===== config.mk =====
export PLATFORM = sky130hd
export DESIGN_NAME = dma2ch_top
export DESIGN_NICKNAME = d
export VERILOG_FILES = /design/src/rtl/dma_pkg.sv /design/src/rtl/dma_rst_sync.sv /design/src/rtl/dma_chan.sv /design/src/rtl/dma_arb.sv /design/src/rtl/dma_engine.sv /design/src/rtl/dma2ch_top.sv
export SDC_FILE = /design/constraint.sdc
export NUM_CORES = 1
export LEC_CHECK = 0
export BUFFER_PORTS_ARGS = -buffer_cell sky130_fd_sc_hd__buf_2
export CAP_MARGIN = 20
export CORE_ASPECT_RATIO = 1.2
export CORE_MARGIN = 1.5
export CORE_UTILIZATION = 40
export DETAILED_ROUTE_END_ITERATION = 12
export MAX_ROUTING_LAYER = met4
export PLACE_DENSITY_LB_ADDON = 0.2
export SLEW_MARGIN = 10
export SYNTH_ARGS = -nofsm -noshare
export SYNTH_HDL_FRONTEND = slang
export SYNTH_SLANG_ARGS = --single-unit

===== constraint.sdc =====
create_clock -name clk -period 27.1 [get_ports clk]
set_clock_uncertainty 0.2 [all_clocks]
set_input_delay 2.71 -clock clk [delete_from_list [all_inputs] [get_ports clk]]
set_output_delay 2.71 -clock clk [all_outputs]
set_load 0.02 [all_outputs]

===== src/rtl/dma_pkg.sv =====
package dma_pkg;
  localparam int AW    = 32;
  localparam int DW    = 32;
  localparam int CW    = 16;
  localparam int NBEAT = 4;

  typedef enum logic [1:0] {
    MODE_DUAL   = 2'b00,
    MODE_SINGLE = 2'b01,
    MODE_BURST  = 2'b10,
    MODE_RSVD   = 2'b11
  } mode_e;

  typedef struct packed {
    mode_e      mode;
    logic [1:0] size;
    logic       ack_dst;
    logic       single_wr;
  } chcfg_t;

  function automatic logic [4:0] step_bytes(input logic [1:0] sz);
    case (sz)
      2'b00:   step_bytes = 5'd1;
      2'b01:   step_bytes = 5'd2;
      2'b10:   step_bytes = 5'd4;
      default: step_bytes = 5'd16;
    endcase
  endfunction

  function automatic logic [1:0] last_beat(input logic [1:0] sz);
    last_beat = (sz == 2'b11) ? 2'(NBEAT - 1) : 2'd0;
  endfunction
endpackage


===== src/rtl/dma_rst_sync.sv =====
module dma_rst_sync (
  input  logic clk,
  input  logic rst_n,
  output logic rst_sync_n
);
  logic [1:0] sync_q;

  always_ff @(posedge clk or negedge rst_n) begin
    if (!rst_n) sync_q <= 2'b00;
    else        sync_q <= {sync_q[0], 1'b1};
  end

  assign rst_sync_n = sync_q[1];
endmodule


===== src/rtl/dma_chan.sv =====
module dma_chan
  import dma_pkg::*;
#(
  parameter bit BURST_OK = 1'b1
) (
  input  logic          clk,
  input  logic          rst_n,
  input  logic          wr_en,
  input  logic [1:0]    wr_sel,
  input  logic [DW-1:0] wr_data,
  input  logic          src_step,
  input  logic          cnt_step,
  input  logic          op_err,
  output chcfg_t        cfg_o,
  output logic [AW-1:0] src_o,
  output logic [AW-1:0] dst_o,
  output logic          busy_o,
  output logic          done_o,
  output logic          err_o
);
  chcfg_t        cfg_q, cfg_n;
  logic [AW-1:0] src_q, src_n, dst_q, dst_n;
  logic [CW-1:0] cnt_q, cnt_n;
  logic          busy_q, busy_n, done_q, done_n, err_q, err_n;
  logic          en;
  mode_e         wmode;
  logic [CW-1:0] step_c;

  assign wmode  = mode_e'(wr_data[1:0]);
  assign step_c = CW'(step_bytes(cfg_q.size));
  assign en     = wr_en | src_step | cnt_step | op_err;

  always_comb begin
    cfg_n  = cfg_q;
    src_n  = src_q;
    dst_n  = dst_q;
    cnt_n  = cnt_q;
    busy_n = busy_q;
    done_n = done_q;
    err_n  = err_q;
    if (!busy_q) begin
      if (wr_en) begin
        case (wr_sel)
          2'd0: src_n = wr_data;
          2'd1: dst_n = wr_data;
          2'd2: cnt_n = wr_data[CW-1:0];
          default: begin
            cfg_n.mode      = wmode;
            cfg_n.size      = (wmode == MODE_BURST) ? 2'b11 : wr_data[3:2];
            cfg_n.ack_dst   = wr_data[4];
            cfg_n.single_wr = wr_data[5];
            if (wr_data[8]) begin
              done_n = 1'b0;
              err_n  = 1'b0;
              if (wmode == MODE_RSVD || (wmode == MODE_BURST && !BURST_OK))
                err_n = 1'b1;
              else if (cnt_q == '0)
                done_n = 1'b1;
              else
                busy_n = 1'b1;
            end
          end
        endcase
      end
    end else begin
      if (src_step) src_n = src_q + AW'(step_c);
      if (cnt_step) begin
        if (cfg_q.mode == MODE_DUAL) dst_n = dst_q + AW'(step_c);
        cnt_n = (cnt_q > step_c) ? (cnt_q - step_c) : '0;
        if (cnt_n == '0) begin
          busy_n = 1'b0;
          done_n = 1'b1;
        end
      end
      if (op_err) begin
        busy_n = 1'b0;
        err_n  = 1'b1;
      end
    end
  end

  always_ff @(posedge clk or negedge rst_n) begin
    if (!rst_n) begin
      cfg_q  <= '0;
      src_q  <= '0;
      dst_q  <= '0;
      cnt_q  <= '0;
      busy_q <= 1'b0;
      done_q <= 1'b0;
      err_q  <= 1'b0;
    end else if (en) begin
      cfg_q  <= cfg_n;
      src_q  <= src_n;
      dst_q  <= dst_n;
      cnt_q  <= cnt_n;
      busy_q <= busy_n;
      done_q <= done_n;
      err_q  <= err_n;
    end
  end

  assign cfg_o  = cfg_q;
  assign src_o  = src_q;
  assign dst_o  = dst_q;
  assign busy_o = busy_q;
  assign done_o = done_q;
  assign err_o  = err_q;
endmodule


===== src/rtl/dma_arb.sv =====
module dma_arb #(
  parameter int NCH = 2,
  localparam int CHW = (NCH > 1) ? $clog2(NCH) : 1
) (
  input  logic [NCH-1:0] req,
  output logic [CHW-1:0] win
);
  always_comb begin
    win = '0;
    for (int i = NCH - 1; i >= 0; i--) begin
      if (req[i]) win = CHW'(i);
    end
  end
endmodule


===== src/rtl/dma_engine.sv =====
module dma_engine
  import dma_pkg::*;
#(
  parameter int NCH = 2,
  localparam int CHW = (NCH > 1) ? $clog2(NCH) : 1
) (
  input  logic                    clk,
  input  logic                    rst_n,
  input  logic [NCH-1:0]          busy,
  input  chcfg_t [NCH-1:0]        cfg,
  input  logic [NCH-1:0][AW-1:0]  src,
  input  logic [NCH-1:0][AW-1:0]  dst,
  output logic [NCH-1:0]          src_step,
  output logic [NCH-1:0]          cnt_step,
  output logic [NCH-1:0]          op_err,
  output logic                    bus_req,
  input  logic                    bus_gnt,
  output logic                    bus_valid,
  output logic                    bus_we,
  output logic [AW-1:0]           bus_addr,
  output logic [DW-1:0]           bus_wdata,
  input  logic [DW-1:0]           bus_rdata,
  output logic [1:0]              bus_size,
  output logic                    bus_burst,
  output logic [CHW-1:0]          bus_chan,
  input  logic                    bus_ready,
  input  logic                    bus_err,
  output logic                    periph_ack
);
  typedef enum logic [1:0] {S_IDLE, S_REQ, S_RD, S_WR} state_e;

  state_e                      st_q, st_n;
  logic [CHW-1:0]              ch_q, ch_n, win;
  logic [1:0]                  beat_q, beat_n;
  logic [NBEAT-1:0][DW-1:0]    hold_q, hold_n;
  logic                        hold_en;
  chcfg_t                      cur, wcfg;
  logic                        dual;
  logic [AW-1:0]               base;

  dma_arb #(.NCH(NCH)) u_arb (.req(busy), .win(win));

  assign cur  = cfg[ch_q];
  assign wcfg = cfg[win];
  assign dual = (cur.mode == MODE_DUAL);

  always_comb begin
    st_n     = st_q;
    ch_n     = ch_q;
    beat_n   = beat_q;
    hold_n   = hold_q;
    hold_en  = 1'b0;
    src_step = '0;
    cnt_step = '0;
    op_err   = '0;
    case (st_q)
      S_IDLE: if (|busy) st_n = S_REQ;
      S_REQ: begin
        if (!(|busy)) st_n = S_IDLE;
        else if (bus_gnt) begin
          ch_n   = win;
          beat_n = 2'd0;
          st_n   = (wcfg.mode != MODE_DUAL && wcfg.single_wr) ? S_WR : S_RD;
        end
      end
      S_RD: if (bus_ready) begin
        if (bus_err) begin
          op_err[ch_q] = 1'b1;
          st_n         = S_IDLE;
        end else begin
          hold_en        = 1'b1;
          hold_n[beat_q] = bus_rdata;
          if (beat_q == last_beat(cur.size)) begin
            src_step[ch_q] = 1'b1;
            beat_n         = 2'd0;
            if (dual) st_n = S_WR;
            else begin
              cnt_step[ch_q] = 1'b1;
              st_n           = S_IDLE;
            end
          end else beat_n = beat_q + 2'd1;
        end
      end
      default: if (bus_ready) begin
        if (bus_err) begin
          op_err[ch_q] = 1'b1;
          st_n         = S_IDLE;
        end else if (beat_q == last_beat(cur.size)) begin
          cnt_step[ch_q] = 1'b1;
          if (!dual) src_step[ch_q] = 1'b1;
          st_n = S_IDLE;
        end else beat_n = beat_q + 2'd1;
      end
    endcase
  end

  always_ff @(posedge clk or negedge rst_n) begin
    if (!rst_n) begin
      st_q   <= S_IDLE;
      ch_q   <= '0;
      beat_q <= '0;
    end else begin
      st_q   <= st_n;
      ch_q   <= ch_n;
      beat_q <= beat_n;
    end
  end

  always_ff @(posedge clk or negedge rst_n) begin
    if (!rst_n)       hold_q <= '0;
    else if (hold_en) hold_q <= hold_n;
  end

  assign base       = (st_q == S_WR && dual) ? dst[ch_q] : src[ch_q];
  assign bus_req    = (st_q != S_IDLE);
  assign bus_valid  = (st_q == S_RD) || (st_q == S_WR);
  assign bus_we     = (st_q == S_WR);
  assign bus_addr   = base + {{(AW-4){1'b0}}, beat_q, 2'b00};
  assign bus_wdata  = (bus_we && dual) ? hold_q[beat_q] : '0;
  assign bus_size   = cur.size;
  assign bus_burst  = bus_valid && (cur.mode == MODE_BURST);
  assign bus_chan   = ch_q;
  assign periph_ack = bus_valid && (!dual || (cur.ack_dst == bus_we));
endmodule


===== src/rtl/dma2ch_top.sv =====
module dma2ch_top
  import dma_pkg::*;
(
  input  logic        clk,
  input  logic        rst_n,
  input  logic        cfg_we,
  input  logic [2:0]  cfg_addr,
  input  logic [31:0] cfg_wdata,
  output logic        bus_req,
  input  logic        bus_gnt,
  output logic        bus_valid,
  output logic        bus_we,
  output logic [31:0] bus_addr,
  output logic [31:0] bus_wdata,
  input  logic [31:0] bus_rdata,
  output logic [1:0]  bus_size,
  output logic        bus_burst,
  output logic        bus_chan,
  input  logic        bus_ready,
  input  logic        bus_err,
  output logic        periph_ack,
  output logic [1:0]  ch_busy,
  output logic [1:0]  ch_done,
  output logic [1:0]  ch_err
);
  localparam int NCH = 2;

  logic                   rst_i_n;
  chcfg_t [NCH-1:0]       cfg;
  logic [NCH-1:0][AW-1:0] src, dst;
  logic [NCH-1:0]         src_step, cnt_step, op_err;

  dma_rst_sync u_rst (.clk(clk), .rst_n(rst_n), .rst_sync_n(rst_i_n));

  for (genvar g = 0; g < NCH; g++) begin : g_ch
    dma_chan #(.BURST_OK(g == 0)) u_chan (
      .clk      (clk),
      .rst_n    (rst_i_n),
      .wr_en    (cfg_we && (cfg_addr[2] == 1'(g))),
      .wr_sel   (cfg_addr[1:0]),
      .wr_data  (cfg_wdata),
      .src_step (src_step[g]),
      .cnt_step (cnt_step[g]),
      .op_err   (op_err[g]),
      .cfg_o    (cfg[g]),
      .src_o    (src[g]),
      .dst_o    (dst[g]),
      .busy_o   (ch_busy[g]),
      .done_o   (ch_done[g]),
      .err_o    (ch_err[g])
    );
  end

  dma_engine #(.NCH(NCH)) u_eng (
    .clk        (clk),
    .rst_n      (rst_i_n),
    .busy       (ch_busy),
    .cfg        (cfg),
    .src        (src),
    .dst        (dst),
    .src_step   (src_step),
    .cnt_step   (cnt_step),
    .op_err     (op_err),
    .bus_req    (bus_req),
    .bus_gnt    (bus_gnt),
    .bus_valid  (bus_valid),
    .bus_we     (bus_we),
    .bus_addr   (bus_addr),
    .bus_wdata  (bus_wdata),
    .bus_rdata  (bus_rdata),
    .bus_size   (bus_size),
    .bus_burst  (bus_burst),
    .bus_chan   (bus_chan),
    .bus_ready  (bus_ready),
    .bus_err    (bus_err),
    .periph_ack (periph_ack)
  );
endmodule


==> impl_metrics.json, run 1 <==
{
  "synth_edf_count": 0,
  "first_pass_iters": 5,
  "crit_fanout": 65,
  "min_period_over_period_pct": 30.42,
  "setup_viol": 0,
  "die_y_um": 244.2,
  "crit_arrival_ns": 5.33,
  "tns_ns": 0,
  "yosysUniqueCellTypes": 85,
  "fin_ws_ns": 18.86,
  "fin_cells": 2739,
  "vias": 16565,
  "synthArstFlopShare_pct": 100.0,
  "use_met1_pct": 31.72,
  "hpwl_um": 42890,
  "area_growth_pct": 13.79,
  "io_buffers": 150,
  "grt_pass1_vias": 16107,
  "powerDensity_mw_per_mm2": 104.5,
  "fill_cells": 4545,
  "die_area_mm2": 0.04980,
  "vias_per_cell": 6.048,
  "synth_fp_nets": 2094,
  "routed_wl_um": 61010,
  "r2r_setup_slack_ns": 22.92,
  "start_kind": "flip-flop",
  "grt_max_degree": 158,
  "hold_viol": 0,
  "endpoint_kind": "primary output",
  "required_ns": 24.19,
  "met3_usage_pct": 4.438,
  "p_leak_uw": 0.009408,
  "netlist_area_mm2": 0.01939,
  "pre_cts_slack_ns": 19.37,
  "met2_usage_pct": 39.66,
  "status": "finished, final reports clean",
  "nets": 2194,
  "top_usage_layer": "met2",
  "grt.overflow.total": 0,
  "cts_hold_buffers": 0,
  "io_pins": 151,
  "core-area_mm2": 0.04801,
  "antenna_found_initial": 4,
  "drtIter0Drc": 1250,
  "start_util_pct": 40.38,
  "ff_latch_area_mm2": 0.007848,
  "critPathKind": "flip-flop to primary output",
  "drive_gt1_share_pct": 23.55,
  "root_buffer": "clkbuf_16",
  "period_needed_ns": 8.245,
  "rows": 88,
  "hold_slack_ns": 0.1500,
  "finalMaxSlewViolations": 0,
  "synthCells": 1978,
  "finalPower_uw": 2305,
  "dp_cells": 2664,
  "post_cts.repair.setup_buffers": 0,
  "synth-seq-cells": 313,
  "grt_usage_pct": 25.19,
  "critPathSlowestCell": "or2_4",
  "post_drt_wl_per_cell_um": 22.27,
  "ys_seq_area_share_pct": 40.40,
  "slew_headroom_pct": 26.59,
  "multiInputGateArea_mm2": 0.01085,
  "clkSlewWorstSetupHoldPaths_ns": 0.06,
  "rsz0062_at_grt": "false",
  "max_cap_viol_count": 0,
  "yosysWarnings": 0,
  "synthFlopType": "dfrtp_1",
  "hold_path_class": "flip-flop to flip-flop",
  "max_stage_delay_ns": 0.83,
  "avgSynthCellArea_um2": 9.801,
  "cts_tree": "done",
  "cts.sink_count": 313,
  "grt_pass1_wl_um": 94300,
  "max_freq_mhz": 121.3,
  "h-tree-depth": 2,
  "gp_routability_congestion": 0.9163,
  "cts_made_buffers": 38,
  "worst_pin_slew_ns": 1.091,
  "vdd_drop_max_v": 0.00005333,
  "drc": 0,
  "cts_max_path_buffers": 3,
  "die_width_um": 204.0,
  "clk_latency_ns": 0.56,
  "antenna_left": 0,
  "crit_chain": "buf_4, nor4b_4, or2_4, mux4_2, ha_1, a21o_1, o211ai_1, nor4_4, nand4_1, xnor2_1, buf_2",
  "cts_resized": 0
}
[cells in the final DEF, fill, tap and decap left out, types with 18 or more instances in the layout]
cell | netlist | routed
dfrtp_1 | 313 | 307
a21oi_1 | 190 | 190
nand2_1 | 176 | 176
buf_2 | 23 | 151
mux2_2 | 143 | 143
nor2_1 | 134 | 133
o21ai_0 | 110 | 110
mux4_2 | 65 | 65
nand3_1 | 65 | 65
o22ai_1 | 57 | 57
inv_1 | 53 | 53
and2_1 | 42 | 42
clkbuf_16 | 0 | 39
nand4_1 | 37 | 37
ha_1 | 36 | 36
nor3_1 | 32 | 32
xnor2_1 | 31 | 31
a31oi_1 | 29 | 29
buf_4 | 7 | 29
o22a_1 | 24 | 24
and3_1 | 23 | 23
a2bb2oi_1 | 19 | 19
nor4_1 | 18 | 18
[synthesized netlist by cell type, drive strengths merged, types with 19 or more instances]
cell type  count  share of area, %
nor2         135               2.6
nor4          19              0.69
clkbuf        72               1.4
inv           53               1.0
xnor2         31               1.4
o22ai         57               1.8
a2bb2oi       19              0.86
mux4          65               7.6
buf           52               1.4
nand4         37               1.2
nand2        176               3.4
ha            36               2.3
and3          23              0.74
o22a          24               1.1
mux2         143               8.3
dfrtp        313                40
nor3          33              0.91
o21ai        116               3.0
a31oi         29              0.94
and2          42               1.4
nand3         65               1.7
a21oi        191               5.0
[state kept, by name (all words and copies together), names as in the netlist]
register	count
u_eng.hold_q	128
g_ch.u_chan.dst_o	64
g_ch.u_chan.src_o	64
g_ch.u_chan.cnt_q	32
g_ch.u_chan.cfg_o	12
g_ch.u_chan.busy_o	2
g_ch.u_chan.done_o	2
g_ch.u_chan.err_o	2
u_eng.beat_q	2
u_eng.st_q	2
u_rst.sync_q	2
u_eng.bus_chan	1
[per-layer routing]
metal,wire [um],up-vias
met1,25590,8241
met4,2683,0
met2,28830,603
met3,3905,142
li1,-,7579
met5,0,-
[worst max-delay path: cells and delay by family, from the launching register on]
kind | cells | cell delay (ns)
and+or+nand+nor | 4 | 2.46
adders and majority gates | 1 | 0.29
muxes | 1 | 0.45
xor gates and xnor gates | 1 | 0.24
AOI/OAI and AO/OA | 2 | 0.34
buffers and inverters | 2 | 0.58
DFF | 1 | 0.38
[worst paths after layout]
check	from	endpoint	depth (start not counted)
worst max-delay path	u_eng.bus_chan$_DFFE_PN0P_	bus_addr[31]	11
worst max register to register	u_eng.beat_q[0]$_DFFE_PN0P_	g_ch[1].u_chan.dst_o[31]$_DFFE_PN0P_	9
min in group asynchronous	u_rst.sync_q[1]$_DFF_PN0_	u_eng.hold_q[54]$_DFFE_PN0P_	0
worst min-delay path	u_rst.sync_q[0]$_DFF_PN0_	u_rst.sync_q[1]$_DFF_PN0_	0
worst min register to register	u_rst.sync_q[0]$_DFF_PN0_	u_rst.sync_q[1]$_DFF_PN0_	0
max in group asynchronous	u_rst.sync_q[1]$_DFF_PN0_	g_ch[1].u_chan.dst_o[20]$_DFFE_PN0P_	2
[per-stage QoR]
| step | instance area, um^2 | utilization (%) |
|---|---|---|
| after global placement | 20670 | 43.05 |
| after global routing | 22060 | 45.95 |
| after floorplan | 19390 | - |
| after detailed placement | 20690 | 43.11 |
| after CTS | 22000 | 45.82 |
| final | 22060 | 45.95 |
[where the power goes]
group / internal [uW] / switching, uW / leakage, uW / total [uW]
clock: 331 / 208 / 0.000643 / 539
sequential: 638 / 171 / 0.00393 / 809
combinational: 425 / 532 / 0.00483 / 957
total: 1390 / 911 / 0.00941 / 2300
[cell type report]
class | count | share of cell area (%)
clock buffer | 54 | 4.997
multi-input combinational | 1488 | 49.19
clock inverter | 14 | 0.9132
inverter | 53 | 0.9018
timing repair buffer | 184 | 4.821
antenna | 3 | 0.03403
sequential | 313 | 35.57
tap | 630 | 3.573
[cells by family after synthesis]
logic type | Yosys count | share of synthesized area (%)
AO/OA/AOI/OAI | 560 | 18.18
XOR/XNOR | 46 | 2.078
adder cells (fa/ha/maj) | 43 | 3.046
buffers and inverters | 177 | 3.795
flip-flops | 313 | 40.40
multiplexers | 220 | 16.48
other | 1 | 0.01934
AND/OR/NAND/NOR | 618 | 16.00
Note: power is estimated with default switching activity, not from simulation.
==> run 2, diff against run 1 <==
--- a/config.mk
+++ b/config.mk
@@ -5,6 +5,7 @@
 export SDC_FILE = /design/constraint.sdc
 export NUM_CORES = 1
 export LEC_CHECK = 0
+export ABC_AREA = 1
 export BUFFER_PORTS_ARGS = -buffer_cell sky130_fd_sc_hd__buf_2
 export CAP_MARGIN = 20
 export CORE_ASPECT_RATIO = 1.2
==> constraint.sdc (replaced) <==
create_clock -name clk -period 7.95 [get_ports clk]
set_clock_uncertainty 0.2 [all_clocks]
set_input_delay 0.795 -clock clk [delete_from_list [all_inputs] [get_ports clk]]
set_output_delay 0.795 -clock clk [all_outputs]
set_load 0.02 [all_outputs]
==> run 2 against run 1 <==
Combinational power grew to 5.3 times the previous value. Global-route usage up 5.0 points. Non-clock buffer count fell by 9. Register-to-register slack lost 20 ns.
==> impl_metrics.json, run 2 <==
{
  "hold_viol": 0,
  "synth.most_common_cell": "nand2_1",
  "cts_resized": 0,
  "grt_max_degree": 110,
  "min_period_over_period_pct": 68.49,
  "endpoint_kind": "primary output",
  "cts_max_path_buffers": 3,
  "final_cell_mix": "nand2_1 (857), nor2_1 (440), o21ai_0 (436)",
  "core-area_mm2": 0.05249,
  "crit_arrival_ns": 4.45,
  "tns_ns": 0,
  "yosys.area.top_type": "dfrtp_1",
  "antenna_found_initial": 7,
  "max_freq_mhz": 183.7,
  "hpwl_um": 59030,
  "synth_fp_nets": 3285,
  "required_ns": 6.95,
  "start_kind": "flip-flop",
  "vias_per_cell": 5.365,
  "vdd_drop_max_v": 0.0001932,
  "start_util_pct": 40.44,
  "routed_wl_um": 78810,
  "r2r_start": "u_eng.bus_chan$_DFFE_PN0P_",
  "synthArstFlopShare_pct": 100.0,
  "h-tree-depth": 2,
  "cts_tree": "done",
  "regMostFlops": "u_eng.hold_q",
  "synthCells": 3169,
  "gp_routability_congestion": 1.001,
  "crit_path_start": "u_eng.bus_chan$_DFFE_PN0P_",
  "drtIter0Drc": 1542,
  "powerDensity_mw_per_mm2": 420.8,
  "post_cts.repair.setup_buffers": 0,
  "clkSlewWorstSetupHoldPaths_ns": 0.06,
  "cts.sink_count": 313,
  "dpl_cell_area_mm2": 0.02238,
  "critPathKind": "flip-flop to primary output",
  "yosysUniqueCellTypes": 55,
  "nets": 3360,
  "hold_path_class": "flip-flop to flip-flop",
  "ys_seq_area_share_pct": 36.90,
  "area_growth_pct": 11.81,
  "grt.overflow.total": 0,
  "first_pass_iters": 5,
  "io_pins": 151,
  "worst_pin_slew_ns": 0.9715,
  "reg2reg_to": "g_ch[0].u_chan.dst_o[18]$_DFFE_PN0P_",
  "slew_headroom_pct": 35.23,
  "drive_gt1_share_pct": 9.055,
  "drc": 0,
  "period_needed_ns": 5.445,
  "post_drt_wl_per_cell_um": 19.80,
  "grt_usage_pct": 30.16,
  "synthFlopType": "dfrtp_1",
  "layout_commonest_cell": "nand2_1",
  "synth_edf_count": 0,
  "synth_area_leaders": "dfrtp_1 (37%), nand2_1 (15%), o21ai_0 (10%)",
  "synth_common_cells": "nand2_1 (857), nor2_1 (440), o21ai_0 (436), inv_1 (325), dfrtp_1 (313)",
  "largest_reg_flops": 128,
  "status": "finished, final reports clean",
  "netlist_area_mm2": 0.02123,
  "die_y_um": 255.4,
  "synth_top_cell_area_share_pct": 36.90,
  "ff2ff_path_depth": 16,
  "die_width_um": 213.3,
  "p_leak_uw": 0.01134,
  "grt_pass1_wl_um": 122000,
  "setup_viol": 0,
  "rsz0062_at_grt": "false",
  "fin_ws_ns": 2.505,
  "clk_latency_ns": 0.57,
  "crit_end": "bus_addr[19]",
  "cts_made_buffers": 38,
  "avgSynthCellArea_um2": 6.699,
  "r2r_setup_slack_ns": 3.37,
  "pre_cts_slack_ns": 3.061,
  "synth-seq-cells": 313,
  "rows": 92,
  "finalMaxSlewViolations": 0,
  "io_buffers": 150,
  "root_buffer": "clkbuf_16",
  "crit_fanout": 42,
  "max_cap_viol_count": 0,
  "die_area_mm2": 0.05447,
  "antenna_left": 0,
  "grt_pass1_vias": 21078,
  "yosysWarnings": 0,
  "stdcell_area_mm2": 0.02373,
  "vias": 21358
}
-- run 2: worst max-delay path: stages, from the launching register on --
cell and delay, ns:
dfrtp_4 0.53, nand2_1 0.10, o21ai_2 0.07, nand2_2 0.14
inv_2 0.07, nand2_4 0.46, buf_4 0.52, o21ai_0 0.31
ha_1 0.36, a21oi_1 0.08, nor2_2 0.21, nand2_2 0.17
nor3_4 0.28, nand2_1 0.14, o21bai_1 0.14, nand2_1 0.06
inv_1 0.06, buf_2 0.16
-- run 2: area by class of cell --
class	count	area, um^2
diodes	7	17.52
inverters	334	1255
clock buffers	52	1115
fillers	5511	28760
flip-flops and latches	313	7844
clock inverters	13	168.9
multi-input cells	2382	11480
well taps	705	882.1
repair buffers	175	973.4
-- run 2: how the worst min path moves through the flow --
stage	cells past startpoint	endpoint	slack, ns	start
after floorplan	0	u_rst.sync_q[1]$_DFF_PN0_	0.13	u_rst.sync_q[0]$_DFF_PN0_
after global placement	0	u_rst.sync_q[1]$_DFF_PN0_	0.14	u_rst.sync_q[0]$_DFF_PN0_
after detailed placement	0	u_rst.sync_q[1]$_DFF_PN0_	0.14	u_rst.sync_q[0]$_DFF_PN0_
after CTS	0	u_rst.sync_q[1]$_DFF_PN0_	0.15	u_rst.sync_q[0]$_DFF_PN0_
after global routing	0	u_rst.sync_q[1]$_DFF_PN0_	0.17	u_rst.sync_q[0]$_DFF_PN0_
final	0	u_rst.sync_q[1]$_DFF_PN0_	0.15	u_rst.sync_q[0]$_DFF_PN0_
-- run 2: cell families (layout without fill, tap and decap cells) --
group | after synthesis | in the layout | share of synthesized area (%)
fa+ha+maj | 43 | 43 | 2.782
simple gates | 1570 | 1570 | 30.34
flops | 313 | 313 | 36.90
other cells | 1 | 8 | 0.01767
buf+inv | 474 | 574 | 9.142
xor+xnor | 88 | 88 | 3.631
mux | 7 | 7 | 0.3360
compound gates | 673 | 673 | 16.85
-- run 2: stage by stage --
stage               power, uW  util (%)  hold slack, ns  cells
CTS                      9981     45.09          0.1543   3972
detailed placement       8124     42.63          0.1405   3906
floorplan                6464         -          0.1311   3169
finish                   9988     45.22          0.1515   3981
global route            10820     45.22          0.1681   3981
global placement         8039     42.63          0.1376   3906
-- run 2: repair_timing --
action | CTS | global route
setup endpoints to repair | 0 | 0
hold buffers | 1 | 0
hold endpoints to repair | 2 | 0
-- run 2: power by group --
| part | switching (uW) | internal [uW] | total, uW |
|---|---|---|---|
| sequential | 815 | 2290 | 3100 |
| combinational | 3490 | 1570 | 5060 |
| clock | 741 | 1080 | 1820 |
-- run 2: metal layers --
layer | share of wire (%) | vias to the layer above | wire (um) | GRT usage, %
li1 | - | 10395 | - | -
met5 | 0 | - | 0 | -
met2 | 47 | 742 | 36950 | 47.96
met3 | 5.8 | 238 | 4568 | 4.867
met1 | 39 | 9983 | 31090 | 34.80
met4 | 7.9 | 0 | 6206 | 20.25
==> run 3, diff against run 2 <==
--- a/config.mk
+++ b/config.mk
@@ -5,7 +5,7 @@
 export SDC_FILE = /design/constraint.sdc
 export NUM_CORES = 1
 export LEC_CHECK = 0
-export ABC_AREA = 1
+export ABC_AREA = 0
 export BUFFER_PORTS_ARGS = -buffer_cell sky130_fd_sc_hd__buf_2
 export CAP_MARGIN = 20
 export CORE_ASPECT_RATIO = 1.2
==> constraint.sdc (replaced) <==
create_clock -name clk -period 5.66 [get_ports clk]
set_clock_uncertainty 0.2 [all_clocks]
set_input_delay 0.566 -clock clk [delete_from_list [all_inputs] [get_ports clk]]
set_output_delay 0.566 -clock clk [all_outputs]
set_load 0.02 [all_outputs]
==> run 3 against run 2 <==
Setup slack got worse by 2.1 ns. Register-to-register slack lost 1.8 ns. Routed wire length is 22% lower. Final area decreased by 7.2%. First-iteration DRC count shrank 27%. Combinational power shrank 10%. Final cell count shrank 31%. Core utilization up 0.66 points. Critical endpoint is now bus_addr[31]. Largest cell class unchanged.
==> impl_metrics.json, run 3 (synthesized netlist as in run 1, its figures left out) <==
{
  "antenna_found_initial": 1,
  "dp_cells": 2660,
  "die_y_um": 244.2,
  "hold_viol": 0,
  "start_util_pct": 40.38,
  "cts_resized": 0,
  "hpwl_um": 42750,
  "period_needed_ns": 5.251,
  "cts_max_path_buffers": 3,
  "r2r_start": "u_eng.beat_q[1]$_DFFE_PN0P_",
  "core-area_mm2": 0.04801,
  "crit_path_start": "u_eng.st_q[0]$_DFFE_PN0P_",
  "nets": 2192,
  "ff2ff_path_depth": 7,
  "crit_fanout": 14,
  "vias_per_cell": 6.078,
  "regMostFlops": "u_eng.hold_q",
  "max_cap_viol_count": 0,
  "post_drt_wl_per_cell_um": 22.46,
  "holdPathStages": 2,
  "crit_end": "bus_addr[31]",
  "die_area_mm2": 0.04980,
  "rsz0062_at_grt": "false",
  "grt_max_degree": 142,
  "worst_pin_slew_ns": 1.088,
  "cts_tree": "done",
  "reg2reg_to": "g_ch[1].u_chan.dst_o[1]$_DFFE_PN0P_",
  "powerDensity_mw_per_mm2": 501.0,
  "endpoint_kind": "primary output",
  "r2r_setup_slack_ns": 1.60,
  "setup_viol": 0,
  "rows": 88,
  "status": "finished, final reports clean",
  "post-route-util_pct": 45.87,
  "finalMaxSlewViolations": 0,
  "cts.sink_count": 313,
  "largest_reg_flops": 128,
  "gp_routability_congestion": 0.9294,
  "critPathKind": "flip-flop to primary output",
  "h-tree-depth": 2,
  "drc": 0,
  "crit_arrival_ns": 4.48,
  "grt_pass1_wl_um": 94630,
  "max_freq_mhz": 190.4,
  "die_width_um": 204.0,
  "area_growth_pct": 13.59,
  "required_ns": 4.89,
  "drive_gt1_share_pct": 23.43,
  "clkSlewWorstSetupHoldPaths_ns": 0.06,
  "fin_cells": 2732,
  "clk_latency_ns": 0.55,
  "routed_wl_um": 61360,
  "hold_path_class": "primary input to flip-flop",
  "layout_commonest_cell": "dfrtp_1",
  "tns_ns": 0,
  "start_kind": "flip-flop",
  "cts_made_buffers": 37,
  "io_pins": 151,
  "min_period_over_period_pct": 92.77,
  "grt.overflow.total": 0,
  "antenna_left": 0,
  "vdd_drop_max_v": 0.0002338,
  "vias": 16604,
  "final_cell_mix": "dfrtp_1 (307), a21oi_1 (190), nand2_1 (176)",
  "root_buffer": "clkbuf_16",
  "drtIter0Drc": 1127,
  "p_leak_uw": 0.009391,
  "slew_headroom_pct": 27.46,
  "grt_usage_pct": 25.22,
  "first_pass_iters": 5,
  "grt_pass1_vias": 16147,
  "io_buffers": 150
}
==> run 3: cell types whose count changed in the layout (fill, tap and decap cells not counted), moves of 54 or more <==
cell and delta:
a21oi_1 +56, inv_1 -271, mux2_2 +142, mux4_2 +65
nand2_1 -681, nor2_1 -307, o21ai_0 -326, xor2_1 -54
==> run 3: area by class of cell <==
class,instances,area (um^2)
clock buffers,54,1121
fillers,4520,25980
clock inverters,9,160.2
well taps,630,788.3
diodes,2,5.005
inverters,53,198.9
multi-input cells,1489,10860
flip-flops and latches,313,7848
repair buffers,182,1044
==> run 3: worst max-delay path, stage by stage, from the launching register on <==
cell and delay (ns):
dfrtp_1 0.39, ha_1 0.36, nor4b_4 0.39, or2_4 0.36
mux4_2 0.38, ha_1 0.29, a21o_1 0.15, o211ai_1 0.18
nor4_4 0.51, buf_4 0.24, nand4_1 0.23, xnor2_1 0.22
buf_2 0.22
==> run 3: how the worst min path moves through the flow <==
stage / slack (ns) / start / endpoint
5_1_grt: 0.07 / bus_rdata[10] / u_eng.hold_q[42]$_DFFE_PN0P_
3_5_place_dp: 0.14 / u_rst.sync_q[0]$_DFF_PN0_ / u_rst.sync_q[1]$_DFF_PN0_
6_report: 0.08 / bus_gnt / u_eng.bus_chan$_DFFE_PN0P_
2_1_floorplan: 0.07 / rst_n / u_rst.sync_q[0]$_DFF_PN0_
3_3_place_gp: 0.14 / u_rst.sync_q[0]$_DFF_PN0_ / u_rst.sync_q[1]$_DFF_PN0_
4_1_cts: 0.05 / bus_gnt / u_eng.bus_chan$_DFFE_PN0P_
==> run 3: what timing repair did <==
| item | 4_1_cts | 5_1_grt |
|---|---|---|
| setup buffers | 0 | 2 |
| setup endpoints to repair | 0 | 2 |
| hold buffers | 1 | 0 |
| hold endpoints to repair | 2 | 0 |
==> run 3: metrics by stage <==
step	hold WS [ns]	worst slack, ns	area, um^2	total power [uW]
2_1_floorplan	0.07041	0.3389	19390	7126
3_3_place_gp	0.1352	0.9217	20650	8345
3_5_place_dp	0.1372	0.8613	20680	8476
4_1_cts	0.04576	0.2457	21970	11070
5_1_grt	0.07123	0.1918	22020	11750
6_report	0.07556	0.4091	22020	11030
==> run 3: metal layers <==
metal,vias up,track usage (%),wire length [um]
met5,-,-,0
met2,620,40.15,28760
met3,132,4.025,3801
met4,0,10.38,2873
met1,8277,31.95,25920
li1,7575,-,-
==> run 3: report_power, final <==
part / switching (uW) / total, uW / internal (uW)
Combinational: 2500 / 4530 / 2040
Sequential: 904 / 3960 / 3050
Clock: 988 / 2540 / 1550
